### src/rtl/cot_pkg.sv
package cot_pkg;
    typedef enum logic [1:0] {
        ST_IDLE = 2'd0,
        ST_ON   = 2'd1,
        ST_OFF  = 2'd2
    } cot_state_e;
endpackage

### src/rtl/cot_loadcnt.sv
// Loadable down-counter that flags when it has reached zero.
module cot_loadcnt #(
    parameter int W = 10
) (
    input  logic         clk,
    input  logic         rst_n,
    input  logic         load,
    input  logic [W-1:0] load_val,
    input  logic         dec,
    output logic         zero
);
    logic [W-1:0] cnt_q;

    always_ff @(posedge clk) begin
        if (!rst_n)
            cnt_q <= '0;
        else if (load)
            cnt_q <= load_val;
        else if (dec && cnt_q != '0)
            cnt_q <= cnt_q - 1'b1;
    end

    assign zero = (cnt_q == '0);
endmodule

### src/rtl/cot_trigger.sv
// Qualifies the comparator flag into a pulse request.
module cot_trigger #(
    parameter int ON_W = 10
) (
    input  logic            run_en,
    input  logic            fb_below,
    input  logic [ON_W-1:0] on_count,
    output logic            fire
);
    assign fire = run_en && fb_below && (on_count != '0);
endmodule

### src/rtl/cot_pulse_gen.sv
module cot_pulse_gen #(
    parameter int ON_W    = 10,
    parameter int MIN_OFF = 40
) (
    input  logic            clk,
    input  logic            rst_n,
    input  logic            run_en,
    input  logic            fb_below,
    input  logic [ON_W-1:0] on_count,
    output logic            pwm,
    output logic            pulse_start
);
    import cot_pkg::*;

    localparam int OFF_W = $clog2(MIN_OFF) + 1;
    localparam logic [OFF_W-1:0] OFF_RELOAD = OFF_W'(MIN_OFF - 1);

    cot_state_e state_q, state_d;
    logic       first_q;
    logic       fire;
    logic       on_load, on_dec, on_zero;
    logic       off_load, off_dec, off_zero;
    logic [ON_W-1:0] on_reload;

    assign on_reload = on_count - 1'b1;

    cot_trigger #(.ON_W(ON_W)) u_trig (
        .run_en   (run_en),
        .fb_below (fb_below),
        .on_count (on_count),
        .fire     (fire)
    );

    cot_loadcnt #(.W(ON_W)) u_on_tmr (
        .clk      (clk),
        .rst_n    (rst_n),
        .load     (on_load),
        .load_val (on_reload),
        .dec      (on_dec),
        .zero     (on_zero)
    );

    cot_loadcnt #(.W(OFF_W)) u_off_tmr (
        .clk      (clk),
        .rst_n    (rst_n),
        .load     (off_load),
        .load_val (OFF_RELOAD),
        .dec      (off_dec),
        .zero     (off_zero)
    );

    // Next state and timer controls
    always_comb begin
        state_d  = state_q;
        on_load  = 1'b0;
        on_dec   = 1'b0;
        off_load = 1'b0;
        off_dec  = 1'b0;
        unique case (state_q)
            ST_IDLE: begin
                if (fire) begin
                    state_d = ST_ON;
                    on_load = 1'b1;
                end
            end
            ST_ON: begin
                if (!run_en || on_zero) begin
                    state_d  = ST_OFF;
                    off_load = 1'b1;
                end else begin
                    on_dec = 1'b1;
                end
            end
            ST_OFF: begin
                if (off_zero) begin
                    if (fire) begin
                        state_d = ST_ON;
                        on_load = 1'b1;
                    end else begin
                        state_d = ST_IDLE;
                    end
                end else begin
                    off_dec = 1'b1;
                end
            end
            default: state_d = ST_IDLE;
        endcase
    end

    // State register
    always_ff @(posedge clk) begin
        if (!rst_n) begin
            state_q <= ST_IDLE;
            first_q <= 1'b0;
        end else begin
            state_q <= state_d;
            first_q <= on_load;
        end
    end

    // Outputs
    always_comb begin
        pwm         = (state_q == ST_ON) && run_en;
        pulse_start = pwm && first_q;
    end
endmodule

### config.mk
export PLATFORM = sky130hd
export DESIGN_NAME = cot_pulse_gen
export DESIGN_NICKNAME = d
export VERILOG_FILES = /design/src/rtl/cot_pkg.sv /design/src/rtl/cot_loadcnt.sv /design/src/rtl/cot_trigger.sv /design/src/rtl/cot_pulse_gen.sv
export SDC_FILE = /design/constraint.sdc
export NUM_CORES = 1
export LEC_CHECK = 0
export BUFFER_PORTS_ARGS = -buffer_cell sky130_fd_sc_hd__buf_2
export CAP_MARGIN = 25
export CORE_MARGIN = 5
export CORE_UTILIZATION = 49
export CTS_CLUSTER_DIAMETER = 80
export DETAILED_ROUTE_END_ITERATION = 10
export PLACE_DENSITY = 0.7
export SYNTH_ARGS = -nofsm -noshare
export SYNTH_HDL_FRONTEND = slang
export SYNTH_SLANG_ARGS = --single-unit
### constraint.sdc
create_clock -name clk -period 6 [get_ports clk]
set_input_delay 0.9 -clock clk [delete_from_list [all_inputs] [get_ports clk]]
set_output_delay 0.9 -clock clk [all_outputs]
set_load 0.02 [all_outputs]
==> flow_metrics.env <==
export IMPL_crit_type="reg2reg"
export IMPL_clockPowerShare_pct=33.7
export IMPL_ant_nets=0
export IMPL_detailed_place_hpwl_um=2040
export IMPL_postLayoutCoreUtil_pct=58.9
export IMPL_vias_per_cell=5.70
export IMPL_finish_instance_area_um2=1330
export IMPL_portBuffers=15
export IMPL_num_io_pins=16
export IMPL_antenna_found_initial=0
export IMPL_synth_seq_cells=20
export IMPL_r2r_end="u_on_tmr.cnt_q[8]$_SDFFE_PN0P_"
export IMPL_cts_sinks=20
export IMPL_instances_no_fill=187
export IMPL_met2_usage_pct=22.2
export IMPL_min_path_cells=2
export IMPL_cp_max_fo=13
export IMPL_drive_gt1_share_pct=16.4
export IMPL_overflow=0
export IMPL_setup_worst_path_end_class="flop"
export IMPL_synth_top_area_share_pct=33.9
export IMPL_grt_pass1_vias=909
export IMPL_worstPathArrival_ns=4.14
export IMPL_p_per_area_nw_per_um2=253
export IMPL_tritoncts="done"
export IMPL_finalCriticalPeriod_ns=3.91
export IMPL_tightest_slew_ns=0.805
export IMPL_htree_num_levels=1
export IMPL_track_usage_pct=16.1
export IMPL_cts_max_path_buffers=2
export IMPL_worstSkewPairLatency_ns=0.31
export IMPL_yosys_top_cells_area="dfxtp_1 34%, xnor2_1 5.9%, xor2_1 5.2%, o21a_1 4.4%, nor2_1 4.1%"
export IMPL_post_cts_buffers=0
export IMPL_hold_ws_ns=0.492
export IMPL_use_met3_pct=3.05
export IMPL_yosys_warnings=0
export IMPL_setup_violations=0
export IMPL_period_share_pct=65.2
export IMPL_dieArea_um2=3500
export IMPL_synth_main_ff_cell="dfxtp_1"
export IMPL_ys_async_sr_fraction_pct=0
export IMPL_reg2reg_from="u_off_tmr.cnt_q[0]$_SDFFE_PN0P_"
export IMPL_grt_busiest_layer="met1"
export IMPL_status="complete, no violations"
export IMPL_hp_start="u_off_tmr.cnt_q[6]$_SDFFE_PP0P_"
export IMPL_netSwitchingFraction_pct=28.1
export IMPL_die_y_um=59.1
export IMPL_syn_avg_cell_area_um2=8.21
export IMPL_synth_cell_type_count=43
export IMPL_ctsResizeCount=0
export IMPL_grt_pass1_wl_um=4240
export IMPL_finalSetupTns_ns=0
export IMPL_rows=17
export IMPL_slew_headroom_pct=46.0
export IMPL_p_int_mw=0.242
export IMPL_cap_viol_max_count=0
export IMPL_syn_inst=144
export IMPL_syn_to_final_growth_pct=12.3
export IMPL_worstHoldEndpoint="u_off_tmr.cnt_q[6]$_SDFFE_PP0P_"
export IMPL_cts_hold_buf=0
export IMPL_totalWireLength_um=2680
export IMPL_ir_drop_mv=0.178
export IMPL_cts_clk_slew_worst_paths_ns=0.13
export IMPL_post_dp_cell_area_um2=1270
export IMPL_r2r_slack_ns=2.09
export IMPL_syn_cell_area_um2=1180
export IMPL_place_inst=183
export IMPL_groute_layer_met1_usage_pct=24.0
export IMPL_vias=1065
export IMPL_yosysTopAreaCell="dfxtp_1"
export IMPL_cts_made_buffers=3
export IMPL_grt_max_degree=19
export IMPL_cts_root_buf="clkbuf_4"
export IMPL_syn_nets=160
export IMPL_power_share_sequential_pct=45.3
export IMPL_r2r_cells=13
export IMPL_initial_utilization_pct=52.4
export IMPL_wire_per_inst_um=14.3
export IMPL_clock_skew_ns=0.0110
export IMPL_required_ns=6.22
export IMPL_p_comb_share_pct=21.0
export IMPL_power_leakage_nw=0.528
export IMPL_die_w_um=59.1
export IMPL_drc=0
export IMPL_slew_violations=0
export IMPL_cp_start_kind="flop"
export IMPL_synth_edf_count=0
export IMPL_hold_viol=0
export IMPL_place_gp_congestion=0.818
export IMPL_diodes=0
export IMPL_ys_seq_area_share_pct=33.9
export IMPL_rsz0062_at_grt="no"
export IMPL_hold_class="reg2reg"
export IMPL_fmax_mhz=256
export IMPL_drt_pre_antenna_iters=4
export IMPL_nNetsFinal=176
export IMPL_p_switching_mw=0.0943
export IMPL_drt_iter0_drc=33
export IMPL_core_um2=2250
cell type report:
class | count | area (um^2)
Clock buffer | 3 | 22.5
Clock inverter | 1 | 30.0
Fill cell | 229 | 927
Inverter | 4 | 15.0
Multi-Input combinational cell | 116 | 749
Sequential cell | 20 | 400
Tap cell | 28 | 35.0
Timing Repair Buffer | 15 | 75.1
placed cells by master (no fill, tap or decap), types with 2 or more instances in the layout:
| cell | synthesis | layout |
|---|---|---|
| xor2_1 | 7 | 7 |
| o21ai_1 | 4 | 4 |
| buf_2 | 2 | 15 |
| ha_1 | 2 | 2 |
| and3b_1 | 2 | 2 |
| a31oi_1 | 2 | 2 |
| o21a_1 | 7 | 7 |
| clkbuf_4 | 0 | 3 |
| and3_1 | 2 | 2 |
| nand2b_1 | 2 | 2 |
| nor4_1 | 2 | 2 |
| nor3_1 | 5 | 5 |
| and2_1 | 2 | 2 |
| nor2_1 | 13 | 13 |
| xnor2_1 | 8 | 8 |
| o21ai_0 | 7 | 7 |
| or3_2 | 3 | 3 |
| nand3_1 | 4 | 4 |
| a21oi_1 | 9 | 9 |
| nor2b_1 | 2 | 2 |
| or3_1 | 4 | 4 |
| inv_1 | 4 | 4 |
| nand2_1 | 10 | 10 |
| dfxtp_1 | 20 | 20 |
registers in the layout, indices dropped and copies added (netlist names):
| signal | count |
|---|---|
| state_q | 2 |
| first_q | 1 |
| u_off_tmr.cnt_q | 7 |
| u_on_tmr.cnt_q | 10 |
synth_stat cells (3+ instances only):
library cell  number
o21ai_1            4
o21ai_0            7
nand3_1            4
or3_2              3
a21oi_1            9
nor2_1            13
xnor2_1            8
nand2_1           10
or3_1              4
nor3_1             5
dfxtp_1           20
xor2_1             7
inv_1              4
o21a_1             7
power by group through the flow:
stage	sequential, mW	clock, mW	combinational, mW
after floorplan	0.152	0	0.0533
after global routing	0.154	0.123	0.0783
after detailed placement	0.155	0	0.0701
final	0.152	0.113	0.0705
after CTS	0.152	0.115	0.0704
after global placement	0.155	0	0.0687
worst max-delay path: stages (launching register included):
cell and delay (ns):
dfxtp_1 0.33, inv_1 0.08, ha_1 0.23, or4b_1 0.47, a2111oi_0 0.62, o21ai_1 0.47
a21oi_1 0.27, ha_1 0.25, nand2b_1 0.09, or3_1 0.36, nor4_1 0.26, xnor2_1 0.16
nand2_1 0.06, and3_1 0.18
how the worst max path moves through the flow:
stage | startpoint | slack (ns) | end
4_1_cts | u_off_tmr.cnt_q[0]$_SDFFE_PN0P_ | 2.07 | u_on_tmr.cnt_q[8]$_SDFFE_PN0P_
2_1_floorplan | u_off_tmr.cnt_q[0]$_SDFFE_PN0P_ | 2.66 | u_on_tmr.cnt_q[8]$_SDFFE_PN0P_
3_5_place_dp | u_off_tmr.cnt_q[0]$_SDFFE_PN0P_ | 2.09 | u_on_tmr.cnt_q[8]$_SDFFE_PN0P_
6_report | u_off_tmr.cnt_q[0]$_SDFFE_PN0P_ | 2.09 | u_on_tmr.cnt_q[8]$_SDFFE_PN0P_
5_1_grt | u_off_tmr.cnt_q[0]$_SDFFE_PN0P_ | 1.84 | u_on_tmr.cnt_q[8]$_SDFFE_PN0P_
3_3_place_gp | u_off_tmr.cnt_q[0]$_SDFFE_PN0P_ | 2.19 | u_on_tmr.cnt_q[8]$_SDFFE_PN0P_
through the flow:
step           worst slack [ns]  power [mW]
5_1_grt                    1.84       0.355
3_3_place_gp               2.19       0.223
6_report                   2.09       0.336
3_5_place_dp               2.09       0.225
2_1_floorplan              2.66       0.205
4_1_cts                    2.07       0.338
routing by layer:
metal  part of all wire (%)  wire (um)  vias up
met2                     42       1140       32
met1                     51       1360      480
met3                    5.5        147        4
met5                      0          0        -
met4                    1.5         40        0
li1                       -          -      549
cell families after synthesis:
| group | after synthesis | share of synthesized area, % |
|---|---|---|
| buf+inv | 8 | 2.75 |
| simple gates | 57 | 26.3 |
| flops | 20 | 33.9 |
| mux | 1 | 0.847 |
| fa+ha+maj | 2 | 2.12 |
| xor+xnor | 15 | 11.1 |
| compound gates | 41 | 23.0 |
Power figures use the tool's default switching activity.
